$ cat src/rtl/irq_pkg.sv
package irq_pkg;
  localparam int NUM_SRC = 12;
  localparam int IDX_W   = $clog2(NUM_SRC);
  typedef logic [NUM_SRC-1:0] src_vec_t;
endpackage

$ cat src/rtl/irq_regs.sv
module irq_regs import irq_pkg::*; #(
  parameter logic [7:0] A_EN_HI = 8'hE2,
  parameter logic [7:0] A_EN_LO = 8'hE3,
  parameter logic [7:0] A_RQ_HI = 8'hE4,
  parameter logic [7:0] A_RQ_LO = 8'hE5
) (
  input  logic       clk_i,
  input  logic       rst_ni,
  input  logic [7:0] addr_i,
  input  logic [7:0] wdata_i,
  input  logic       wr_i,
  input  src_vec_t   evt_i,
  output src_vec_t   en_o,
  output src_vec_t   flag_o,
  output logic [7:0] rdata_o
);
  src_vec_t en_q, flag_q;
  logic [7:0] en_hi, en_lo, rq_hi, rq_lo;

  for (genvar s = 0; s < NUM_SRC; s++) begin : g_src
    localparam int BIT = 7 - (s % 8);
    localparam logic [7:0] EN_ADDR = (s < 8) ? A_EN_HI : A_EN_LO;
    localparam logic [7:0] RQ_ADDR = (s < 8) ? A_RQ_HI : A_RQ_LO;
    logic en_hit, rq_hit;
    assign en_hit = wr_i && (addr_i == EN_ADDR);
    assign rq_hit = wr_i && (addr_i == RQ_ADDR);

    always_ff @(posedge clk_i or negedge rst_ni) begin
      if (!rst_ni) begin
        en_q[s]   <= 1'b0;
        flag_q[s] <= 1'b0;
      end else begin
        if (en_hit) en_q[s] <= wdata_i[BIT];
        if (evt_i[s])    flag_q[s] <= 1'b1;  // event beats software write
        else if (rq_hit) flag_q[s] <= wdata_i[BIT];
      end
    end

    AST_EVT_SETS_FLAG: assert property (@(posedge clk_i) disable iff (!rst_ni)
      evt_i[s] |=> flag_q[s]);
    AST_FLAG_STICKY: assert property (@(posedge clk_i) disable iff (!rst_ni)
      flag_q[s] && !rq_hit |=> flag_q[s]);
  end

  always_comb begin
    en_hi = '0; en_lo = '0; rq_hi = '0; rq_lo = '0;
    for (int s = 0; s < NUM_SRC; s++) begin
      if (s < 8) begin
        en_hi[7-s] = en_q[s];
        rq_hi[7-s] = flag_q[s];
      end else begin
        en_lo[15-s] = en_q[s];
        rq_lo[15-s] = flag_q[s];
      end
    end
  end

  always_comb begin
    unique case (addr_i)
      A_EN_HI: rdata_o = en_hi;
      A_EN_LO: rdata_o = en_lo;
      A_RQ_HI: rdata_o = rq_hi;
      A_RQ_LO: rdata_o = rq_lo;
      default: rdata_o = '0;
    endcase
  end

  AST_UNUSED_ZERO: assert property (@(posedge clk_i) disable iff (!rst_ni)
    (addr_i == A_EN_LO || addr_i == A_RQ_LO) |-> rdata_o[3:0] == 4'h0);

  assign en_o   = en_q;
  assign flag_o = flag_q;
endmodule

$ cat src/rtl/irq_prio.sv
module irq_prio import irq_pkg::*; (
  input  src_vec_t         req_i,
  output logic             valid_o,
  output logic [IDX_W-1:0] idx_o,
  output src_vec_t         gnt_o
);
  always_comb begin
    idx_o = '0;
    gnt_o = '0;
    for (int i = NUM_SRC - 1; i >= 0; i--) begin
      if (req_i[i]) begin
        idx_o = IDX_W'(i);
        gnt_o = src_vec_t'(1) << i;
      end
    end
    valid_o = |req_i;
  end

  always_comb begin
    AST_GNT_ONEHOT: assert ($onehot0(gnt_o) && ((gnt_o & ~req_i) == '0));
  end
endmodule

$ cat src/rtl/vec_irq_ctrl.sv
module vec_irq_ctrl import irq_pkg::*; #(
  parameter logic [15:0] VEC_TOP = 16'hFFFA,
  parameter logic [7:0]  A_EN_HI = 8'hE2,
  parameter logic [7:0]  A_EN_LO = 8'hE3,
  parameter logic [7:0]  A_RQ_HI = 8'hE4,
  parameter logic [7:0]  A_RQ_LO = 8'hE5
) (
  input  logic                clk_i,
  input  logic                rst_ni,
  input  logic [7:0]          addr_i,
  input  logic [7:0]          wdata_i,
  input  logic                wr_i,
  output logic [7:0]          rdata_o,
  input  logic [NUM_SRC-1:0]  src_evt_i,
  input  logic                mie_set_i,
  input  logic                ack_i,
  output logic                mie_o,
  output logic                irq_o,
  output logic [15:0]         vec_o
);
  src_vec_t en, flag, pend, gnt;
  logic             pend_vld;
  logic [IDX_W-1:0] pend_idx;
  logic             mie_q, irq_q;
  logic [15:0]      vec_q;
  logic             take;

  irq_regs #(
    .A_EN_HI(A_EN_HI), .A_EN_LO(A_EN_LO), .A_RQ_HI(A_RQ_HI), .A_RQ_LO(A_RQ_LO)
  ) i_regs (
    .clk_i, .rst_ni, .addr_i, .wdata_i, .wr_i,
    .evt_i(src_evt_i), .en_o(en), .flag_o(flag), .rdata_o
  );

  assign pend = en & flag & {NUM_SRC{mie_q}};

  irq_prio i_prio (.req_i(pend), .valid_o(pend_vld), .idx_o(pend_idx), .gnt_o(gnt));

  assign take = irq_q && ack_i;

  always_ff @(posedge clk_i or negedge rst_ni) begin
    if (!rst_ni) begin
      mie_q <= 1'b0;
      irq_q <= 1'b0;
      vec_q <= '0;
    end else begin
      if (take)           mie_q <= 1'b0;
      else if (mie_set_i) mie_q <= 1'b1;
      if (irq_q) begin
        if (ack_i) irq_q <= 1'b0;
      end else if (pend_vld) begin
        irq_q <= 1'b1;
        vec_q <= VEC_TOP - {{(15-IDX_W){1'b0}}, pend_idx, 1'b0};
      end
    end
  end

  AST_IRQ_NEEDS_MIE: assert property (@(posedge clk_i) disable iff (!rst_ni)
    $rose(irq_q) |-> $past(mie_q));
  AST_VEC_HELD: assert property (@(posedge clk_i) disable iff (!rst_ni)
    irq_q && !ack_i |=> irq_q && $stable(vec_q));
  AST_ACK_CLR_MIE: assert property (@(posedge clk_i) disable iff (!rst_ni)
    irq_q && ack_i |=> !mie_q && !irq_q);

  assign mie_o = mie_q;
  assign irq_o = irq_q;
  assign vec_o = vec_q;
endmodule

$ cat config.mk
export PLATFORM = sky130hd
export DESIGN_NAME = vec_irq_ctrl
export DESIGN_NICKNAME = d
export VERILOG_FILES = /design/src/rtl/irq_pkg.sv /design/src/rtl/irq_regs.sv /design/src/rtl/irq_prio.sv /design/src/rtl/vec_irq_ctrl.sv
export SDC_FILE = /design/constraint.sdc
export NUM_CORES = 1
export LEC_CHECK = 0
export ABC_AREA = 0
export BUFFER_PORTS_ARGS = -buffer_cell sky130_fd_sc_hd__buf_4
export CORE_MARGIN = 8
export CORE_UTILIZATION = 54
export CTS_BUF_LIST = sky130_fd_sc_hd__clkbuf_16
export DETAILED_ROUTE_END_ITERATION = 8
export PLACE_DENSITY = 0.88
export SYNTH_ARGS = -nofsm -noshare
export SYNTH_HDL_FRONTEND = slang
export SYNTH_SLANG_ARGS = --single-unit
$ cat constraint.sdc
create_clock -name clk_i -period 3.2 [get_ports clk_i]
set_clock_uncertainty 0.2 [all_clocks]
set_input_delay 0.32 -clock clk_i [delete_from_list [all_inputs] [get_ports clk_i]]
set_output_delay 0.32 -clock clk_i [all_outputs]
set_load 0.005 [all_outputs]
==> results.toml <==
[die]
die_x_um = 74.0
start_util_pct = 55.2
die_area_sq_um = 5470
core_sq_um = 3280
io_pins = 59
rows = 21
die_h_um = 74.0

[sta]
fin_tns_setup_ps = 0
rsz0062_at_grt = "false"
finalHoldViolCount = 0
worst_pin_slew_ps = 520
post-route-period-util_pct = 70.4
max_freq_mhz = 444
fin_hold_ws_ps = 18.1
finalMaxSlewViolations = 0
finalCriticalPeriod_ps = 2250
slew_headroom_pct = 65.2
setup_viol = 0

[synthesis]
synth-main-ff-cell = "dfrtp_1"
post_synth_and_or_nand_nor_area_fraction_pct = 17.9
synth_top_family_by_area = "simple AND/OR/NAND/NOR gates"
synthArstFlopShare_pct = 100
synth.avg_cell_area_sq_um = 10.7
synth.distinct_cells = 38
synth_compound_area_share_pct = 17.3
synth_warnings = 0
synth_edf_count = 0
seq_area_frac_synth_pct = 44.1
synth_nets = 203
ys_ff_latch = 32
synth_cells = 169
synthMuxAreaShare_pct = 12.3
synth_fa_ha_area_share_pct = 0.690
synth-xor-area-share_pct = 0.483
syn_area_sq_um = 1810

[global_route]
grt_pass1_vias = 1547
grt_max_degree = 33
grt-ovfl-total = 0
grt_usage_pct = 17.6
antenna_found_initial = 0
grt_pass1_wl_um = 7240

[worst_setup_path]
path_buf_inv = 2
slowest_stage = "or3_1"
critPathArrivalTime_ps = 1730
startpoint_type = "input port"
crit_type = "in2out"
cp_top_family = "simple AND/OR/NAND/NOR gates"
crit_path_end_kind = "output port"
crit_required_ps = 2680
path_cells = "buf_4, nand4b_4, or3_1, nor2b_1, nand2_1, nand2_1, buf_4"
cp_max_fo = 7
slowest_delay_ps = 500

[drt]
wire_per_inst_um = 16.7
wirelength_um = 4420
vias = 1494
drtAntennaViolNets = 0
first_iter_violations = 77
vias_per_cell = 5.64
post-route-drc-count = 0
dr.pass1.iters = 4

[cells_and_area]
final_cell_area_sq_um = 2350
final_common_cell = "buf_4"
layout-drive-gt1-share_pct = 40.2
layout_common_cells = "buf_4, dfrtp_1, nand2_1, mux2_2, nor2b_1"
layout.cells.non_filler = 265
diodes = 0
syn_to_final_growth_pct = 29.7
fin_util_pct = 71.7
layout.nets = 252

[place]
dp_hpwl_um = 3320
dpl_cell_area_sq_um = 2180
io_buffers = 57
place_congestion = 0.829
placed_cells = 256

[clocking]
cts_num_sinks = 32
clkTransAtPathRegs_ps = 50
clock_latency_ps = 280
post_cts_buffers = 0
cts_tree = "done"
htreeDepth = 2
cts_buffer_depth = 2
cts_buffers = 5
cts-root-buf = "clkbuf_16"

[power]
combPwrFrac_pct = 19.6
swShare_pct = 24.3
p_leak_nw = 1.07
ir_worst_vdd_uv = 332
clockPowerShare_pct = 41.5
seq_power_share_pct = 38.9
p_sw_mw = 0.307
p_per_area_nw_per_um2 = 536
p_int_mw = 0.954

[worst_hold_path]
min_path_type = "in2reg"

[run_status]
outcome = "finished, final reports clean"

[flow_run]
drv_cap = 0
power groups by stage:
stage          Sequential [mW]  Combinational (mW)  Clock (mW)
6_report                 0.490               0.247       0.524
5_1_grt                  0.498               0.270       0.555
4_1_cts                  0.490               0.251       0.535
3_5_place_dp             0.496               0.246           0
3_3_place_gp             0.494               0.240           0
2_1_floorplan            0.483               0.137           0
flip-flops by register name, summed over array words and instances, names as in the netlist:
name,flops
mie_o,1
i_regs.flag_o,12
vec_o,6
i_regs.en_o,12
irq_o,1
cell families after synthesis:
family | count (synthesis)
buf+inv | 18
mux | 20
xor+xnor | 1
fa+ha+maj | 1
other cells | 1
compound gates | 40
simple gates | 56
flops | 32
cells in the mapped netlist (2+ instances only):
library cell | instances | area (sq um)
a211o_1 | 12 | 105
a21oi_1 | 4 | 20.0
a22o_1 | 5 | 43.8
a22oi_1 | 9 | 67.6
a32o_1 | 2 | 20.0
and3_1 | 2 | 12.5
buf_2 | 2 | 10.0
buf_4 | 10 | 75.1
clkbuf_1 | 2 | 7.51
dfrtp_1 | 32 | 801
inv_1 | 2 | 7.51
mux2_2 | 19 | 214
nand2_1 | 21 | 78.8
nor2_1 | 5 | 18.8
nor2b_1 | 15 | 93.8
nor3b_1 | 2 | 15.0
o21ai_0 | 3 | 15.0
or2_2 | 2 | 12.5
metal layers:
layer	GRT usage [%]	wire (um)	vias up	part of all wire, %
met5	0	0	-	0
met4	7.98	75	0	1.7
met3	7.55	352	7	8.0
met2	27.7	2150	59	49
met1	20.1	1850	726	42
li1	-	-	702	-
what timing repair did:
item                      in CTS  in global routing
hold endpoints to repair      32                  0
hold buffers                   1                  0
resized for setup              0                  0
through the flow:
stage | power, mW | setup slack, ps
after CTS | 1.28 | 949
after detailed placement | 0.743 | 958
final | 1.26 | 949
after floorplan | 0.620 | 1350
after global routing | 1.32 | 817
after global placement | 0.734 | 998
final cells by class:
cell class,count,area (sq um)
Clock buffer,5,125
Multi-Input combinational cell,119,887
Sequential cell,32,801
Clock inverter,3,37.5
Inverter,2,7.51
Tap cell,46,57.6
Timing Repair Buffer,58,438
Fill cell,263,931
path summary, 6_finish.rpt:
path,startpoint,endpoint,slack [ps],cells past startpoint
max reg2reg,i_regs.en_o[10],vec_o[4],1190,7
max in group asynchronous,rst_ni,i_regs.en_o[5],2190,2
max,addr_i[4],rdata_o[6],950,7
min reg2reg,vec_o[5],vec_o[5],300,1
min,ack_i,mie_o,20,2
min in group asynchronous,rst_ni,vec_o[4],320,2
(Power assumes the default switching activity.)
